$ cat src/rtl/srs_pkg.sv
package srs_pkg;

    // Edge and level events derived from the sampled host and converter inputs.
    typedef struct packed {
        logic cs_fall;
        logic cs_low;
        logic sclk_rise;
        logic sclk_fall;
        logic busy_fall;
    } srs_evt_t;

endpackage

$ cat src/rtl/srs_edge_sense.sv
module srs_edge_sense
    import srs_pkg::*;
(
    input  logic     clk,
    input  logic     rst_n,
    input  logic     cs_n_i,
    input  logic     sclk_i,
    input  logic     busy_i,
    output srs_evt_t evt_o
);

    typedef struct packed {
        logic cs_n;
        logic sclk;
        logic busy;
    } smp_t;

    smp_t smp_d, smp_q;

    always_comb begin
        smp_d.cs_n = cs_n_i;
        smp_d.sclk = sclk_i;
        smp_d.busy = busy_i;

        evt_o.cs_fall   = smp_q.cs_n & ~cs_n_i;
        evt_o.cs_low    = ~cs_n_i;
        evt_o.sclk_rise = ~smp_q.sclk & sclk_i;
        evt_o.sclk_fall = smp_q.sclk & ~sclk_i;
        evt_o.busy_fall = smp_q.busy & ~busy_i;
    end

    always_ff @(posedge clk or negedge rst_n) begin
        if (!rst_n) begin
            smp_q.cs_n <= 1'b1;
            smp_q.sclk <= 1'b0;
            smp_q.busy <= 1'b0;
        end else begin
            smp_q <= smp_d;
        end
    end

endmodule

$ cat src/rtl/srs_result_bank.sv
module srs_result_bank #(
    parameter int N_CH  = 8,
    parameter int RES_W = 16
) (
    input  logic                  clk,
    input  logic                  rst_n,
    input  logic                  load_i,
    input  logic [N_CH*RES_W-1:0] results_i,
    output logic [N_CH*RES_W-1:0] bank_o
);

    for (genvar c = 0; c < N_CH; c++) begin : g_slot
        logic [RES_W-1:0] slot_d, slot_q;

        always_comb begin
            slot_d = slot_q;
            if (load_i) begin
                slot_d = results_i[c*RES_W +: RES_W];
            end
        end

        always_ff @(posedge clk or negedge rst_n) begin
            if (!rst_n) begin
                slot_q <= '0;
            end else begin
                slot_q <= slot_d;
            end
        end

        assign bank_o[c*RES_W +: RES_W] = slot_q;
    end

endmodule

$ cat src/rtl/srs_read_seq.sv
module srs_read_seq
    import srs_pkg::*;
#(
    parameter int N_CH  = 8,
    parameter int RES_W = 16
) (
    input  logic                  clk,
    input  logic                  rst_n,
    input  srs_evt_t              evt_i,
    input  logic [N_CH*RES_W-1:0] bank_i,
    input  logic [N_CH*RES_W-1:0] results_i,
    output logic                  dout_a_o,
    output logic                  dout_b_o,
    output logic                  dout_oe_o,
    output logic                  first_o
);

    localparam int CW   = $clog2(N_CH);
    localparam int WW   = CW + 1;
    localparam int BW   = $clog2(RES_W);
    localparam logic [WW-1:0] WORDS    = WW'(N_CH);
    localparam logic [BW-1:0] LAST_BIT = BW'(RES_W - 1);
    localparam logic [CW-1:0] HALF     = CW'(N_CH / 2);

    typedef struct packed {
        logic [WW-1:0] wcnt;   // results already completed on each line
        logic [BW-1:0] bcnt;   // bits already shifted of the current result
        logic          flag;   // channel 1 current on line A
        logic          oe;
        logic          da;
        logic          db;
        logic          first;
    } seq_t;

    seq_t st_d, st_q;

    logic [N_CH*RES_W-1:0] src;
    logic [RES_W-1:0]      words [N_CH];
    logic [CW-1:0]         ch_a;
    logic [CW-1:0]         ch_b;
    logic [BW-1:0]         bit_idx;
    logic                  live;

    always_comb begin
        st_d = st_q;
        src  = evt_i.busy_fall ? results_i : bank_i;

        for (int k = 0; k < N_CH; k++) begin
            words[k] = src[k*RES_W +: RES_W];
        end

        if (evt_i.busy_fall) begin
            st_d.wcnt = '0;
            st_d.bcnt = '0;
            st_d.flag = evt_i.cs_low;
        end else if (evt_i.cs_fall) begin
            st_d.bcnt = '0;
            st_d.flag = (st_q.wcnt == '0);
        end else if (evt_i.cs_low) begin
            if (evt_i.sclk_rise) begin
                if (st_q.bcnt == LAST_BIT) begin
                    st_d.bcnt = '0;
                    if (st_q.wcnt < WORDS) begin
                        st_d.wcnt = st_q.wcnt + 1'b1;
                    end
                end else begin
                    st_d.bcnt = st_q.bcnt + 1'b1;
                end
            end
            if (evt_i.sclk_fall && st_q.wcnt != '0) begin
                st_d.flag = 1'b0;
            end
        end

        ch_a    = st_d.wcnt[CW-1:0];
        ch_b    = ch_a + HALF;
        live    = st_d.wcnt < WORDS;
        bit_idx = LAST_BIT - st_d.bcnt;

        st_d.oe    = evt_i.cs_low;
        st_d.da    = st_d.oe & live & words[ch_a][bit_idx];
        st_d.db    = st_d.oe & live & words[ch_b][bit_idx];
        st_d.first = st_d.oe & st_d.flag;
    end

    always_ff @(posedge clk or negedge rst_n) begin
        if (!rst_n) begin
            st_q <= '0;
        end else begin
            st_q <= st_d;
        end
    end

    assign dout_a_o  = st_q.da;
    assign dout_b_o  = st_q.db;
    assign dout_oe_o = st_q.oe;
    assign first_o   = st_q.first;

endmodule

$ cat src/rtl/srs_dual_line_shifter.sv
module srs_dual_line_shifter
    import srs_pkg::*;
#(
    parameter int N_CH  = 8,
    parameter int RES_W = 16
) (
    input  logic                  clk,
    input  logic                  rst_n,
    input  logic                  cs_n_i,
    input  logic                  sclk_i,
    input  logic                  busy_i,
    input  logic [N_CH*RES_W-1:0] results_i,
    output logic                  dout_a_o,
    output logic                  dout_b_o,
    output logic                  dout_oe_o,
    output logic                  first_o
);

    srs_evt_t              evt;
    logic [N_CH*RES_W-1:0] bank;

    srs_edge_sense i_edge (
        .clk    (clk),
        .rst_n  (rst_n),
        .cs_n_i (cs_n_i),
        .sclk_i (sclk_i),
        .busy_i (busy_i),
        .evt_o  (evt)
    );

    srs_result_bank #(.N_CH(N_CH), .RES_W(RES_W)) i_bank (
        .clk       (clk),
        .rst_n     (rst_n),
        .load_i    (evt.busy_fall),
        .results_i (results_i),
        .bank_o    (bank)
    );

    srs_read_seq #(.N_CH(N_CH), .RES_W(RES_W)) i_seq (
        .clk       (clk),
        .rst_n     (rst_n),
        .evt_i     (evt),
        .bank_i    (bank),
        .results_i (results_i),
        .dout_a_o  (dout_a_o),
        .dout_b_o  (dout_b_o),
        .dout_oe_o (dout_oe_o),
        .first_o   (first_o)
    );

endmodule

$ cat config.mk
export PLATFORM = sky130hd
export DESIGN_NAME = srs_dual_line_shifter
export DESIGN_NICKNAME = d
export VERILOG_FILES = /design/src/rtl/srs_pkg.sv /design/src/rtl/srs_edge_sense.sv /design/src/rtl/srs_result_bank.sv /design/src/rtl/srs_read_seq.sv /design/src/rtl/srs_dual_line_shifter.sv
export SDC_FILE = /design/constraint.sdc
export NUM_CORES = 1
export LEC_CHECK = 0
export ABC_AREA = 1
export ABC_CLOCK_PERIOD_IN_PS = 2810
export BUFFER_PORTS_ARGS = -buffer_cell sky130_fd_sc_hd__buf_2
export CORE_UTILIZATION = 33
export CTS_BUF_LIST = sky130_fd_sc_hd__clkbuf_4
export CTS_CLUSTER_SIZE = 20
export DETAILED_ROUTE_END_ITERATION = 16
export PLACE_DENSITY = 0.59
export SYNTH_ARGS = -nofsm -noshare
export SYNTH_HDL_FRONTEND = slang
export SYNTH_SLANG_ARGS = --single-unit
export TNS_END_PERCENT = 50
$ cat constraint.sdc
create_clock -name clk -period 2.81 [get_ports clk]
set_clock_uncertainty 0.2 [all_clocks]
set_input_delay 0.562 -clock clk [delete_from_list [all_inputs] [get_ports clk]]
set_output_delay 0.562 -clock clk [all_outputs]
set_load 0.02 [all_outputs]
**After elaboration in Yosys (flattened, before gate mapping)**

Cells that the tools add are included.

- Register bits: 144
- Bits of input ports: 133

- $add $sub $neg: 4
- $lt $le $gt $ge: 5
- Equality and inequality tests: 1
- Muxes and demuxes: 20
- Bitwise logic cells: 14
- Reduce and logical (&&, ||, !) cells: 3

Operator list:

| operator | number |
|---|---|
| 2-to-1 mux 128 bit | 1 |
| binary-select mux 16 bit (select 3 bit) | 2 |
| 2-to-1 mux 16 bit | 4 |
| 2-to-1 mux 9 bit | 2 |
| 2-to-1 mux 4 bit | 4 |
| adder 4 x 1 -> 4 bit (second input constant) | 2 |
| bitwise AND 1 bit | 8 |
| binary-select mux 1 bit (select 4 bit) | 2 |
| >= comparator 4 bit (second input constant) | 2 |
| < comparator 4 bit (second input constant) | 2 |
| 2-to-1 mux 8 bit | 1 |
| inverter 3 -> 4 bit | 2 |
| < comparator 4 x 5 -> 1 bit (second input constant) | 1 |
| 2-to-1 mux 5 bit | 1 |
| equality test 4 bit (second input constant) | 1 |
| zero test 4 bit | 1 |
| inverter 1 bit | 4 |
| nonzero test 4 bit | 1 |
| subtractor 4 bit (first input constant) | 1 |
| adder 3 bit (second input constant) | 1 |
| 2-to-1 mux 1 bit | 3 |
| logical AND 1 bit | 1 |

**Longest topological paths before layout**

- Depth in word-level cells: 15
- Depth in mapped cells: 18
- Mapped depth without buffers: 17

**By module**

Synthesis repeated with hierarchy kept, for this count alone.

- Cell total of the unflattened synthesis: 1,280
- Area, all modules: 8,700.8 um^2

Modules (own cells, without submodules):

| module | instances | cells an instance | area an instance (um^2) | seq. area each (um^2) |
|---|---|---|---|---|
| srs_result_bank | 1 | 541 | 4,959.8 | 3,203.1 |
| srs_read_seq | 1 | 727 | 3,631.0 | 325.3 |
| srs_edge_sense | 1 | 12 | 110.1 | 76.3 |

**Worst setup path before layout**

No wires, ideal clock.

- Kind: in2reg
- Start point: in cs_n_i
- End point: reg i_seq.st_q, in the netlist i_seq.dout_b_o
- Library setup time: 119 ps
- Data arrival time: 2,078 ps
- Setup slack: 413 ps
- Stages: 16
- Cells stage by stage: nor2_2 nand2_2 nor2_4 nand2_2 nand2_2 nand3_4 buf_6 buf_4 nand2_1 nand3_1 nand3_1 nand3_1 nand3_1 nand3_1 a21oi_1 nor2_1

RTL lines:

| element | RTL line | text |
|---|---|---|
| start: declaration | srs_dual_line_shifter.sv:9 | `input logic cs_n_i,` |
| end signal: assignment | srs_read_seq.sv:90 | `st_q <= st_d;` |
| end: declaration | srs_read_seq.sv:35 | `seq_t st_d, st_q;` |

==> results.py <==
metrics = {
    "worst_setup_path": {
        "cp.arrival_ns": 2.90,
        "crit_path_end_kind": "register",
        "crit_type": "in2reg",
        "cp_data_required_time_ns": 3.04,
        "worstPathMaxFanout": 19,
        "cp-start-kind": "input pin",
    },
    "synthesis": {
        "syn-num-nets": 960,
        "postSynthAreaPerCell_um2": 8.93,
        "synth_top_family_by_area": "simple AND/OR/NAND/NOR gates",
        "synthMuxAreaShare_pct": 11.6,
        "synth-compound-area-share_pct": 1.24,
        "ys_ff_latch": 144,
        "yosysUniqueCellTypes": 31,
        "synth_warnings": 0,
        "synthAdderAreaFrac_pct": 0.510,
        "seq_area_frac_synth_pct": 49.0,
        "synth_xor_xnor_area_share_pct": 0,
        "syn_inst": 824,
        "synth-simple-area-share_pct": 32.2,
        "syn_area_mm2": 0.00735,
    },
    "timing": {
        "finalCritPeriodShare_pct": 94.9,
        "max_freq_ghz": 0.375,
        "rsz0062_at_grt": "no",
        "worst_pin_slew_ns": 0.545,
        "fin_setup_tns_ns": 0,
        "slew_viol_final": 0,
        "fin_crit_ns": 2.67,
        "slew_headroom_pct": 63.7,
        "hold_viol": 0,
        "finalSetupViolCount": 0,
    },
    "run": {
        "cap_violations": 0,
    },
    "clock_network": {
        "cts.sinks": 144,
        "path_clk_slew_ns": 0.13,
        "cts_tree": "done",
        "numCtsBuffers": 17,
        "htree_levels": 4,
        "post_cts_buffers": 0,
        "clkLatencyLatePin_ns": 0.56,
        "clock_path_buffers": 2,
        "root_buffer": "clkbuf_4",
    },
    "outcome": {
        "status": "completed",
    },
    "pwr": {
        "p_int_mw": 3.37,
        "pwr-share-comb_pct": 19.5,
        "clockPowerShare_pct": 30.1,
        "p_sw_share_pct": 29.2,
        "power_frac_seq_pct": 50.5,
        "p_leak_nw": 4.27,
        "vdd_ir_drop_max_mv": 0.261,
        "p_sw_mw": 1.39,
        "p_per_area_mw_per_mm2": 537,
    },
    "route": {
        "detailedRoute.firstPassIterationCount": 7,
        "drt_iter0_markers": 489,
        "routed_wl_um": 20500,
        "vias_per_cell": 5.12,
        "route.detailed.wl_per_inst_um": 16.4,
        "remaining_drc_errors": 0,
        "vias": 6404,
        "ant_nets": 0,
    },
    "floorplanning": {
        "rows": 54,
        "initial_core_util_pct": 33.7,
        "die_area_mm2": 0.0229,
        "die_x_um": 151,
        "die_h_um": 151,
        "num_io_pins": 137,
        "core_area_mm2": 0.0218,
    },
    "grt": {
        "grt_use_met1_pct": 24.7,
        "use_met3_pct": 3.31,
        "grt_pass1_vias": 6114,
        "antenna_found_initial": 0,
        "grt_max_degree": 59,
        "grt_usage_pct": 18.6,
        "grt_util_met2_pct": 31.1,
        "grt-busiest-layer": "met2",
        "grt_first_pass_wirelength_um": 32300,
        "grt-ovfl-total": 0,
    },
    "placement": {
        "dp_hpwl_um": 15000,
        "placed_cells": 1216,
        "gp_congestion": 0.809,
        "portBuffers": 136,
    },
    "finish": {
        "multi_input_area_mm2": 0.00340,
        "seqCellArea_mm2": 0.00361,
        "syn_to_final_growth_pct": 20.4,
        "drive_gt1_share_pct": 31.2,
        "fin_cells": 1251,
        "nets": 1094,
        "antennaDiodeCount": 0,
        "fillers": 2221,
    },
    "worst_hold_path": {
        "hp-class": "in2reg",
    },
}
-- cell type report --
type / count / area share (%)
Multi-Input combinational cell: 596 / 38.4
Sequential cell: 144 / 40.7
Inverter: 21 / 0.918
Clock inverter: 13 / 1.84
Clock buffer: 19 / 1.61
Tap cell: 280 / 3.96
Timing Repair Buffer: 178 / 12.5
-- state kept, by name (all words and copies together), names as in the netlist --
signal and cells:
i_bank.g_slot.slot_q 128, i_seq.st_q 9, i_edge.smp_q 3, i_seq.dout_a_o 1, i_seq.dout_b_o 1, i_seq.dout_oe_o 1
i_seq.first_o 1
-- final timing paths --
path / from / cells after the start / endpoint / slack (ns)
worst max-delay path: sclk_i / 16 / i_seq.dout_a_o$_DFF_PN0_ / 0.14
worst min-delay path: results_i[40] / 2 / i_bank.g_slot[2].slot_q[8]$_DFFE_PN0P_ / 0.05
worst max register to register: i_seq.st_q[5]$_DFF_PN0_ / 15 / i_seq.dout_a_o$_DFF_PN0_ / 0.23
worst min register to register: i_bank.g_slot[1].slot_q[9]$_DFFE_PN0P_ / 2 / i_bank.g_slot[1].slot_q[9]$_DFFE_PN0P_ / 0.28
max in group asynchronous: rst_n / 3 / i_edge.smp_q[2]$_DFF_PN1_ / 1.36
min in group asynchronous: rst_n / 2 / i_bank.g_slot[3].slot_q[1]$_DFFE_PN0P_ / 0.32
-- power groups by stage --
| stage | sequential [mW] | clock, mW | combinational, mW |
|---|---|---|---|
| CTS | 2.40 | 1.47 | 0.937 |
| finish | 2.40 | 1.43 | 0.926 |
| detailed placement | 2.44 | 0 | 0.930 |
| global placement | 2.43 | 0 | 0.921 |
| global route | 2.43 | 1.57 | 1.04 |
| floorplan | 2.43 | 0 | 0.576 |
-- repair_timing --
item | CTS | global route
endpoints found under the setup margin | 0 | 2
hold buffers | 3 | 0
hold endpoints to repair | 56 | 0
resized for setup | 0 | 14
-- kinds of logic (layout without fill, tap and decap cells) --
logic type               Yosys count  in the layout
AO/OA/AOI/OAI                     16             16
adder cells (fa/ha/maj)            3              3
buffers and inverters             84            231
flip-flops                       144            144
multiplexers                      76             76
AND/OR/NAND/NOR                  501            501
-- metal layers --
metal | share of wire, % | wire length (um)
met4 | 1.1 | 235
met1 | 45 | 9230
met2 | 50 | 10200
met5 | 0 | 0
met3 | 4.3 | 879
-- synth_stat cells (all sizes together) --
cell    number  area share, %
ha           3           0.51
nor2        11           0.70
mux2        76             12
o21ai        7           0.48
nand3      242             17
a21oi        6           0.41
a31o         1           0.12
buf         42            3.2
dfstp        1           0.36
clkbuf      21            1.1
inv         21            1.1
dfrtp      143             49
nor3b        1           0.10
nor3         2           0.20
nand3b       1           0.10
o211ai       1           0.10
nand4       51            4.3
a32o         1           0.14
or2          1          0.085
nand2      192            9.9
-- metrics by stage --
stage                     cell area (um^2)  power (mW)  utilization, %  hold slack (ns)  setup slack, ns
after floorplan                       7350        3.00               -           0.0664            0.413
after global placement                8460        3.35            38.8            0.252           0.0870
after detailed placement              8460        3.37            38.8            0.258           0.0246
after CTS                             8790        4.81            40.3          0.00508            0.110
after global routing                  8860        5.03            40.6          0.00108           0.0172
final                                 8860        4.76            40.6           0.0476            0.144
-- cells in the final DEF (no fill, tap or decap), drive strengths merged, types with 2 or more instances in the layout --
master       count
clkbuf          19
o21ai            7
nor3             2
nand2          192
inv             22
clkinv           6
a21oi            6
nand4           51
dlygate4sd3      3
bufinv           3
buf            175
nor2            11
dfrtp          143
mux2            76
clkinvlp         3
ha               3
nand3          242
-- critical path: stages --
cell and delay [ns]:
dlygate4sd3_1 0.54, buf_2 0.14, nand2_2 0.09, nor2_4 0.22
nand2_2 0.11, nand2_4 0.10, nand3_4 0.10, buf_4 0.23
nand2_1 0.08, nand3_1 0.11, nand3_1 0.11, nand3_1 0.08
nand3_1 0.09, nand3_1 0.10, a21oi_2 0.18, nor2_1 0.06
Power figures use the tool's default switching activity.
